==> src/rtl/trap_unit.sv <==
module trap_unit #(
  parameter int XLEN = 64,
  parameter logic [XLEN-1:0] TRAP_VECTOR = 64'h700
) (
  input  logic            clk,
  input  logic            rst_n,
  input  logic            in_valid,
  input  logic [31:0]     instr,
  input  logic [XLEN-1:0] pc,
  input  logic [XLEN-1:0] opa,
  input  logic [XLEN-1:0] opb,
  output logic            out_valid,
  output logic            handled,
  output logic            trap,
  output logic [XLEN-1:0] saved_pc,
  output logic [XLEN-1:0] next_pc,
  output logic [XLEN-1:0] vector,
  output logic            srr_trap,
  output logic            type_valid,
  output logic [15:0]     type_code
);
  localparam int HALF = XLEN / 2;

  wire [5:0] opc  = instr[31:26];
  wire [4:0] mask = instr[25:21];
  wire [4:0] ra   = instr[20:16];
  wire [9:0] xo   = instr[10:1];
  wire [15:0] imm = instr[15:0];

  wire f_wimm = opc == 6'd3;
  wire f_dimm = opc == 6'd2;
  wire f_wreg = opc == 6'd31 && xo == 10'd4;
  wire f_dreg = opc == 6'd31 && xo == 10'd68;
  wire is_trap = f_wimm | f_dimm | f_wreg | f_dreg;
  wire is_word = f_wimm | f_wreg;

  wire [XLEN-1:0] b_raw = (f_wimm | f_dimm) ? {{(XLEN-16){imm[15]}}, imm} : opb;

  // Word forms: sign-extend the low half of both sides; one comparator then
  // serves signed and unsigned ordering of the low halves.
  wire [XLEN-1:0] ca = is_word ? {{HALF{opa[HALF-1]}}, opa[HALF-1:0]} : opa;
  wire [XLEN-1:0] cb = is_word ? {{HALF{b_raw[HALF-1]}}, b_raw[HALF-1:0]} : b_raw;

  wire lt_s = $signed(ca) < $signed(cb);
  wire gt_s = $signed(ca) > $signed(cb);
  wire eq   = ca == cb;
  wire lt_u = ca < cb;
  wire gt_u = ca > cb;

  wire [4:0] cond = {lt_s, gt_s, eq, lt_u, gt_u};
  wire fire  = is_trap && |(mask & cond);
  wire typed = fire && f_wimm && mask == 5'd31 && ra == 5'd0;

  always_ff @(posedge clk) begin
    if (!rst_n) begin
      out_valid  <= 1'b0;
      handled    <= 1'b0;
      trap       <= 1'b0;
      saved_pc   <= '0;
      next_pc    <= '0;
      vector     <= '0;
      srr_trap   <= 1'b0;
      type_valid <= 1'b0;
      type_code  <= '0;
    end else begin
      out_valid <= in_valid;
      if (in_valid) begin
        handled    <= is_trap;
        trap       <= fire;
        saved_pc   <= fire ? pc : '0;
        next_pc    <= fire ? pc : pc + XLEN'(4);
        vector     <= fire ? TRAP_VECTOR : '0;
        srr_trap   <= fire;
        type_valid <= typed;
        type_code  <= typed ? imm : 16'd0;
      end else begin
        trap       <= 1'b0;
        type_valid <= 1'b0;
      end
    end
  end

  assert_latency_R10: assert property (@(posedge clk) disable iff (!rst_n)
    in_valid |=> out_valid);
  assert_idle_R10: assert property (@(posedge clk) disable iff (!rst_n)
    !in_valid |=> !out_valid && !trap);
  assert_mask_zero_R6: assert property (@(posedge clk) disable iff (!rst_n)
    in_valid && instr[25:21] == 5'd0 |=> !trap);
  assert_mask_all_R6: assert property (@(posedge clk) disable iff (!rst_n)
    in_valid && instr[25:21] == 5'd31 && (instr[31:26] == 6'd2 || instr[31:26] == 6'd3) |=> trap);
  assert_hold_pc_R7: assert property (@(posedge clk) disable iff (!rst_n)
    out_valid && trap |-> saved_pc == next_pc);
  assert_seq_pc_R7: assert property (@(posedge clk) disable iff (!rst_n)
    in_valid |=> trap || next_pc == $past(pc) + XLEN'(4));
  assert_vector_R8: assert property (@(posedge clk) disable iff (!rst_n)
    trap |-> vector == TRAP_VECTOR && srr_trap);
  assert_typed_R9: assert property (@(posedge clk) disable iff (!rst_n)
    type_valid |-> trap && out_valid);
  assert_unhandled_R1: assert property (@(posedge clk) disable iff (!rst_n)
    out_valid && !handled |-> !trap);
endmodule

==> config.mk <==
export PLATFORM = sky130hd
export DESIGN_NAME = trap_unit
export DESIGN_NICKNAME = d
export VERILOG_FILES = /design/src/rtl/trap_unit.sv
export SDC_FILE = /design/constraint.sdc
export NUM_CORES = 1
export LEC_CHECK = 0
export ABC_AREA = 1
export ABC_CLOCK_PERIOD_IN_PS = 3400
export BUFFER_PORTS_ARGS = -buffer_cell sky130_fd_sc_hd__buf_2
export CAP_MARGIN = 10
export CORE_AREA = 2 2 173 175
export CTS_BUF_LIST = sky130_fd_sc_hd__clkbuf_8 sky130_fd_sc_hd__clkbuf_16
export DETAILED_ROUTE_END_ITERATION = 12
export DIE_AREA = 0 0 175 177
export PLACE_DENSITY = 0.76
export SETUP_SLACK_MARGIN = 0.3
export SYNTH_ARGS = -nofsm -noshare
export SYNTH_HDL_FRONTEND = slang
export SYNTH_SLANG_ARGS = --single-unit
==> constraint.sdc <==
create_clock -name clk -period 3.4 [get_ports clk]
set_input_delay 0.51 -clock clk [delete_from_list [all_inputs] [get_ports clk]]
set_output_delay 0.51 -clock clk [all_outputs]
set_load 0.05 [all_outputs]
After elaboration in Yosys (flattened, before gate mapping)
Cells that the tools add are included.
{"block": "word_totals", "regBits": 213, "inputBits": 227, "wordCells": 42, "out_inout_bits": 213}
{"block": "op_classes", "n_lt_le_gt_ge": 4, "n_eq_ne": 7, "add_sub_neg": 1, "n_mux": 7, "bitwise_logic": 5, "n_reduce_logical": 9}
{"operator": "$mux W64", "n": 5}
{"operator": "$gt A64 B64 Y1", "n": 2}
{"operator": "$lt A64 B64 Y1", "n": 2}
{"operator": "$add A64 B3 Y64 const B", "n": 1}
{"operator": "$eq A64 B64 Y1", "n": 1}
{"operator": "$mux W16", "n": 1}
{"operator": "$eq A6 B2 Y1 const B", "n": 2}
{"operator": "$mux W11", "n": 1}
{"operator": "$eq A10 B3 Y1 const B", "n": 1}
{"operator": "$eq A10 B7 Y1 const B", "n": 1}
{"operator": "$eq A6 B5 Y1 const B", "n": 1}
{"operator": "$logic_and A1 B1 Y1", "n": 6}
{"operator": "$and A5 B5 Y5", "n": 1}
{"operator": "$eq A5 B5 Y1 const B", "n": 1}
{"operator": "$logic_not A5 Y1", "n": 1}
{"operator": "$reduce_or A5 Y1", "n": 1}
{"operator": "$or A1 B1 Y1", "n": 4}
{"operator": "$reduce_and A2 Y1", "n": 1}

Longest topological paths before layout
{"block": "logic_depth", "ltp_word": 12, "depth_mapped": 32, "depth_no_buf": 30}

Worst setup path before layout
Ideal clock, no wire load.
{"block": "synth_path", "path_kind": "input to register", "startpoint": "input port instr[30]", "endpoint": "register next_pc[52]", "setup_ns": 0.109, "path_buffers": 4, "stages": 28, "path_slack_ns": -0.190, "arrival_time_ns": 3.481, "t_required_ns": 3.291, "cell_sequence": "nor2_1 nand3_1 inv_1 clkbuf_1 a21oi_1 clkbuf_1 nand2_1 nand2_1 ha_1 nand2_1 inv_1 nand3_1 nor3_2 inv_2 nor3_2 nand2_1 nand2_1 nand2_1 nand3_1 nand2_1 nand2_2 nand2_4 buf_4 buf_2 nand3_1 nand3_1 nand2_1 inv_1"}
{"block": "synth_via", "elab_chain_len": 9}
{"item": "start: declaration", "line_no": "8", "rtl": "input logic [31:0] instr,"}
{"item": "$eq A6 B2 Y1 (tied with other cells)", "line_no": "30", "rtl": "wire f_wimm = opc == 6'd3;"}
{"item": "$or A1 B1 Y1 / $logic_and A1 B1 Y1 (equally long branches)", "line_no": "34, 37, 32"}
{"item": "$mux W64 / $or A1 B1 Y1 (equally long branches)", "line_no": "37, 35"}
{"item": "$mux W64, on equally long branches", "line_no": "42, 41"}
{"item": "$gt A64 B64 Y1 (tied with other cells)", "line_no": "48", "rtl": "wire gt_u = ca > cb;"}
{"item": "$and A5 B5 Y5", "line_no": "51", "rtl": "wire fire = is_trap && |(mask & cond);"}
{"item": "$reduce_or A5 Y1", "line_no": "51"}
{"item": "$logic_and A1 B1 Y1 *", "line_no": "51"}
{"item": "$mux W64 *", "line_no": "71", "rtl": "next_pc <= fire ? pc : pc + XLEN'(4);"}
{"item": "end signal: assignment", "line_no": "71"}
{"item": "end: declaration", "line_no": "16", "rtl": "output logic [XLEN-1:0] next_pc,"}
Mark *: on every way between the ends. The rest lies on a longest branch, timed or not.
A chain may end at the register's enable or synchronous reset.

Final worst setup path
{"block": "layout_path", "startpoint": "input port instr[1]", "endpoint": "register saved_pc[24]"}
{"block": "layout_via", "elab_chain_len": 9}
{"item": "$eq A10 B3 Y1", "line_no": "32", "rtl": "wire f_wreg = opc == 6'd31 && xo == 10'd4;"}
{"item": "$logic_and A1 B1 Y1", "line_no": "32"}
{"item": "$or A1 B1 Y1", "line_no": "35", "rtl": "wire is_word = f_wimm | f_wreg;"}
{"item": "$mux W64, on equally long branches", "line_no": "41, 42"}
{"item": "$gt A64 B64 Y1 (tied with other cells)", "line_no": "48"}
{"item": "$and A5 B5 Y5", "line_no": "51"}
{"item": "$reduce_or A5 Y1", "line_no": "51"}
{"item": "$logic_and A1 B1 Y1 *", "line_no": "51"}
{"item": "named net fire", "line_no": "51"}
{"item": "$mux W64 *", "line_no": "70", "rtl": "saved_pc <= fire ? pc : '0;"}
{"item": "end signal: assignment", "line_no": "70"}
{"item": "end: declaration", "line_no": "15", "rtl": "output logic [XLEN-1:0] saved_pc,"}
Mark *: on every way through the listed nets, which the timed path passes. The rest lies on a longest branch.

==> impl_metrics.json <==
{
  "cp-end-kind": "flip-flop",
  "ctsHoldBuffers": 0,
  "max_freq_ghz": 0.2856,
  "area_growth_pct": 38.12,
  "max-vdd-ir-drop_uv": 316.1,
  "synth_top_flop_cell": "dfxtp_1",
  "cts.sinks": 149,
  "whs_ns": 0.3337,
  "initial_utilization": 0.3702,
  "hold_violations": 0,
  "avgSynthCellArea_um2": 6.168,
  "finalSetupViolCount": 116,
  "antenna_found_initial": 11,
  "hp-class": "input pin to flip-flop",
  "cts_buffers": 17,
  "period_share": 1.030,
  "synth.distinct_cells": 34,
  "dp_hpwl_mm": 33.78,
  "violations": "setup timing",
  "htreeDepth": 4,
  "drtIter0Drc": 966,
  "viasPerCell": 5.051,
  "synthTopCellsByCount": "nand2_1 (717), dfxtp_1 (149), nand3_1 (147)",
  "skew_ns": 0,
  "die_h_um": 177,
  "synth.ff_latch_count": 149,
  "clock_path_buffers": 2,
  "rsz0062_at_grt": "true",
  "grt_overflow": 0,
  "cts_tree": "built",
  "rows": 63,
  "fill_cells": 2916,
  "ys_seq_area_frac": 0.2755,
  "cts_root_buf": "clkbuf_16",
  "synth.most_common_cell": "nand2_1",
  "worst_slew_pin_slew_ns": 0.7513,
  "status": "finished, violations left",
  "worstSetupPathType": "input pin to flip-flop",
  "synth_area_leaders": "dfxtp_1 (28%), nand2_1 (25%), ha_1 (7.6%)",
  "antenna_left": 0,
  "routed_wl_mm": 44.64,
  "drc_errors": 0,
  "multi_input_area_um2": 7442,
  "clk_pin_slew_ns": 0.07,
  "maxSlewViolCount": 0,
  "grt_max_degree": 63,
  "ios": 440,
  "cp-start-kind": "input pin",
  "cap_violations": 0,
  "io_buffers": 378,
  "vias": 12890,
  "period_minus_slack_ns": 3.502,
  "die_area_um2": 30980,
  "p_per_area_nw_per_um2": 351.6,
  "synth_top_area_frac": 0.2755,
  "gp_congestion": 1.001,
  "synthCells": 1755,
  "wire_per_inst_um": 17.49,
  "grt_pass1_wl_mm": 65.00,
  "yosys_warnings": 0,
  "dr.pass1.iters": 6,
  "cp.required_ns": 3.77,
  "timing.final.ws_setup_ns": -0.1020,
  "relSlewSlack": 0.4991,
  "ys_async_sr_fraction": 0,
  "synth_edf_count": 0,
  "register_area_um2": 2983,
  "fin_util": 0.5113,
  "clk_latency_ns": 0.42,
  "grt_usage": 0.2686,
  "nNetsFinal": 2434,
  "coreArea_um2": 29240,
  "syn-cell-area_um2": 10830,
  "cp_max_fo": 8,
  "grt_pass1_vias": 11980,
  "die_x_um": 175,
  "synth_top_cell_by_area": "dfxtp_1",
  "p_leak_nw": 8.281,
  "layout-drive-gt1-share": 0.2962,
  "crit_arrival_ns": 3.87
}
## routing by layer
| layer | part of all wire | up-vias | GRT usage |
|---|---|---|---|
| li1 | - | 6201 | - |
| met1 | 0.41 | 5925 | 0.3324 |
| met2 | 0.48 | 642 | 0.4662 |
| met3 | 0.076 | 117 | 0.04124 |
| met4 | 0.039 | 6 | 0.1101 |
| met5 | 0.00087 | - | 0 |
## cells in the final DEF, fill, tap and decap left out, types with 4 or more instances in the layout
cell and instances:
buf_16 8, ha_4 16, nand2_4 7, nor2_2 6, nand3_2 12, nand2_1 669, buf_12 9, nor3_2 4
ha_1 50, inv_6 6, xor2_1 59, nand3_1 135, o21ai_0 22, nor3_1 23, nand4_1 20, nand2_2 40
o21ai_2 35, diode_2 8, a21oi_1 19, clkbuf_16 23, buf_6 8, dfxtp_1 149, o21ai_1 32, buf_4 42
nand2_8 6, mux2i_1 13, nor4_1 10, nor2_1 104, inv_1 140, buf_2 372, conb_1 61, a21oi_2 13
inv_2 7
## logic make-up (layout without fill, tap and decap cells)
kind of cell / after synthesis / count (layout) / share of synthesized area
compound gates: 130 / 130 / 0.06195
xor+xnor: 59 / 59 / 0.04774
fa+ha+maj: 66 / 66 / 0.07628
buf+inv: 290 / 629 / 0.1295
flops: 149 / 149 / 0.2755
mux: 13 / 13 / 0.01202
other cells: 1 / 69 / 0.0003464
simple gates: 1047 / 1047 / 0.3967
## path summary, 6_finish.rpt
check / start / endpoint / slack, ns / depth (start not counted)
max: instr[1] / saved_pc[24] / -0.10 / 27
min: instr[0] / type_code[0] / 0.33 / 3
max reg2reg: vector[9] / vector[9] / 2.70 / 2
min reg2reg: saved_pc[63] / saved_pc[63] / 0.45 / 2
## layout make-up
cell class                 instances  share of cell area
clock buffer                      17             0.02845
multi-input combinational       1376              0.4977
antenna                            8            0.001339
inverter                         149             0.03933
clock inverter                    15            0.009540
timing repair buffer             448              0.1915
sequential                       149              0.1995
tap                              390             0.03264
## critical path: stages
cell and delay [ns]:
buf_4 0.13, nor4_4 0.26, nand4_1 0.17, nand2_2 0.17, buf_12 0.17, nand2_8 0.08
clkbuf_16 0.18, nand2_1 0.07, ha_1 0.25, a21oi_2 0.15, o21a_1 0.15, nand2_1 0.06
nand2_1 0.06, nand2_2 0.07, a21oi_4 0.16, nand2_2 0.09, nand2_1 0.06, nand3_1 0.06
nand2_1 0.07, nand2_2 0.09, nand2_8 0.13, nand2_8 0.10, inv_8 0.09, nand2_8 0.07
buf_12 0.16, clkbuf_16 0.16, o21ai_2 0.10
## power breakdown
part	leakage, nW	internal (mW)	switching, mW
Sequential	1.22	1.81	0.0349
Clock	0.274	1.02	0.843
Combinational	6.79	0.470	1.07
Total	8.28	3.31	1.95
## timing repair
item,in CTS,in global routing
setup buffers,7,2
cloned,7,7
pin swaps,75,32
setup endpoints to repair,145,145
gates resized for setup,98,101
## state kept, by name, indices dropped and copies added, names as in the netlist
name	count
trap	1
type_valid	1
next_pc	64
saved_pc	64
out_valid	1
vector	1
type_code	16
handled	1
## metrics by stage
stage / instance area, um2 / setup slack (ns) / TNS (ns) / instances / total power [mW]
2_1_floorplan: 11250 / 0.09027 / 0 / 1815 / 2.883
3_3_place_gp: 13130 / -0.9765 / -132.79 / 2488 / 3.248
3_5_place_dp: 13140 / -0.6577 / -86.09 / 2489 / 3.267
4_1_cts: 14330 / -0.06539 / -1.158 / 2535 / 5.165
5_1_grt: 14940 / -0.2575 / -27.00 / 2549 / 5.477
6_report: 14950 / -0.1020 / -4.486 / 2552 / 5.257
(Power assumes the default switching activity.)
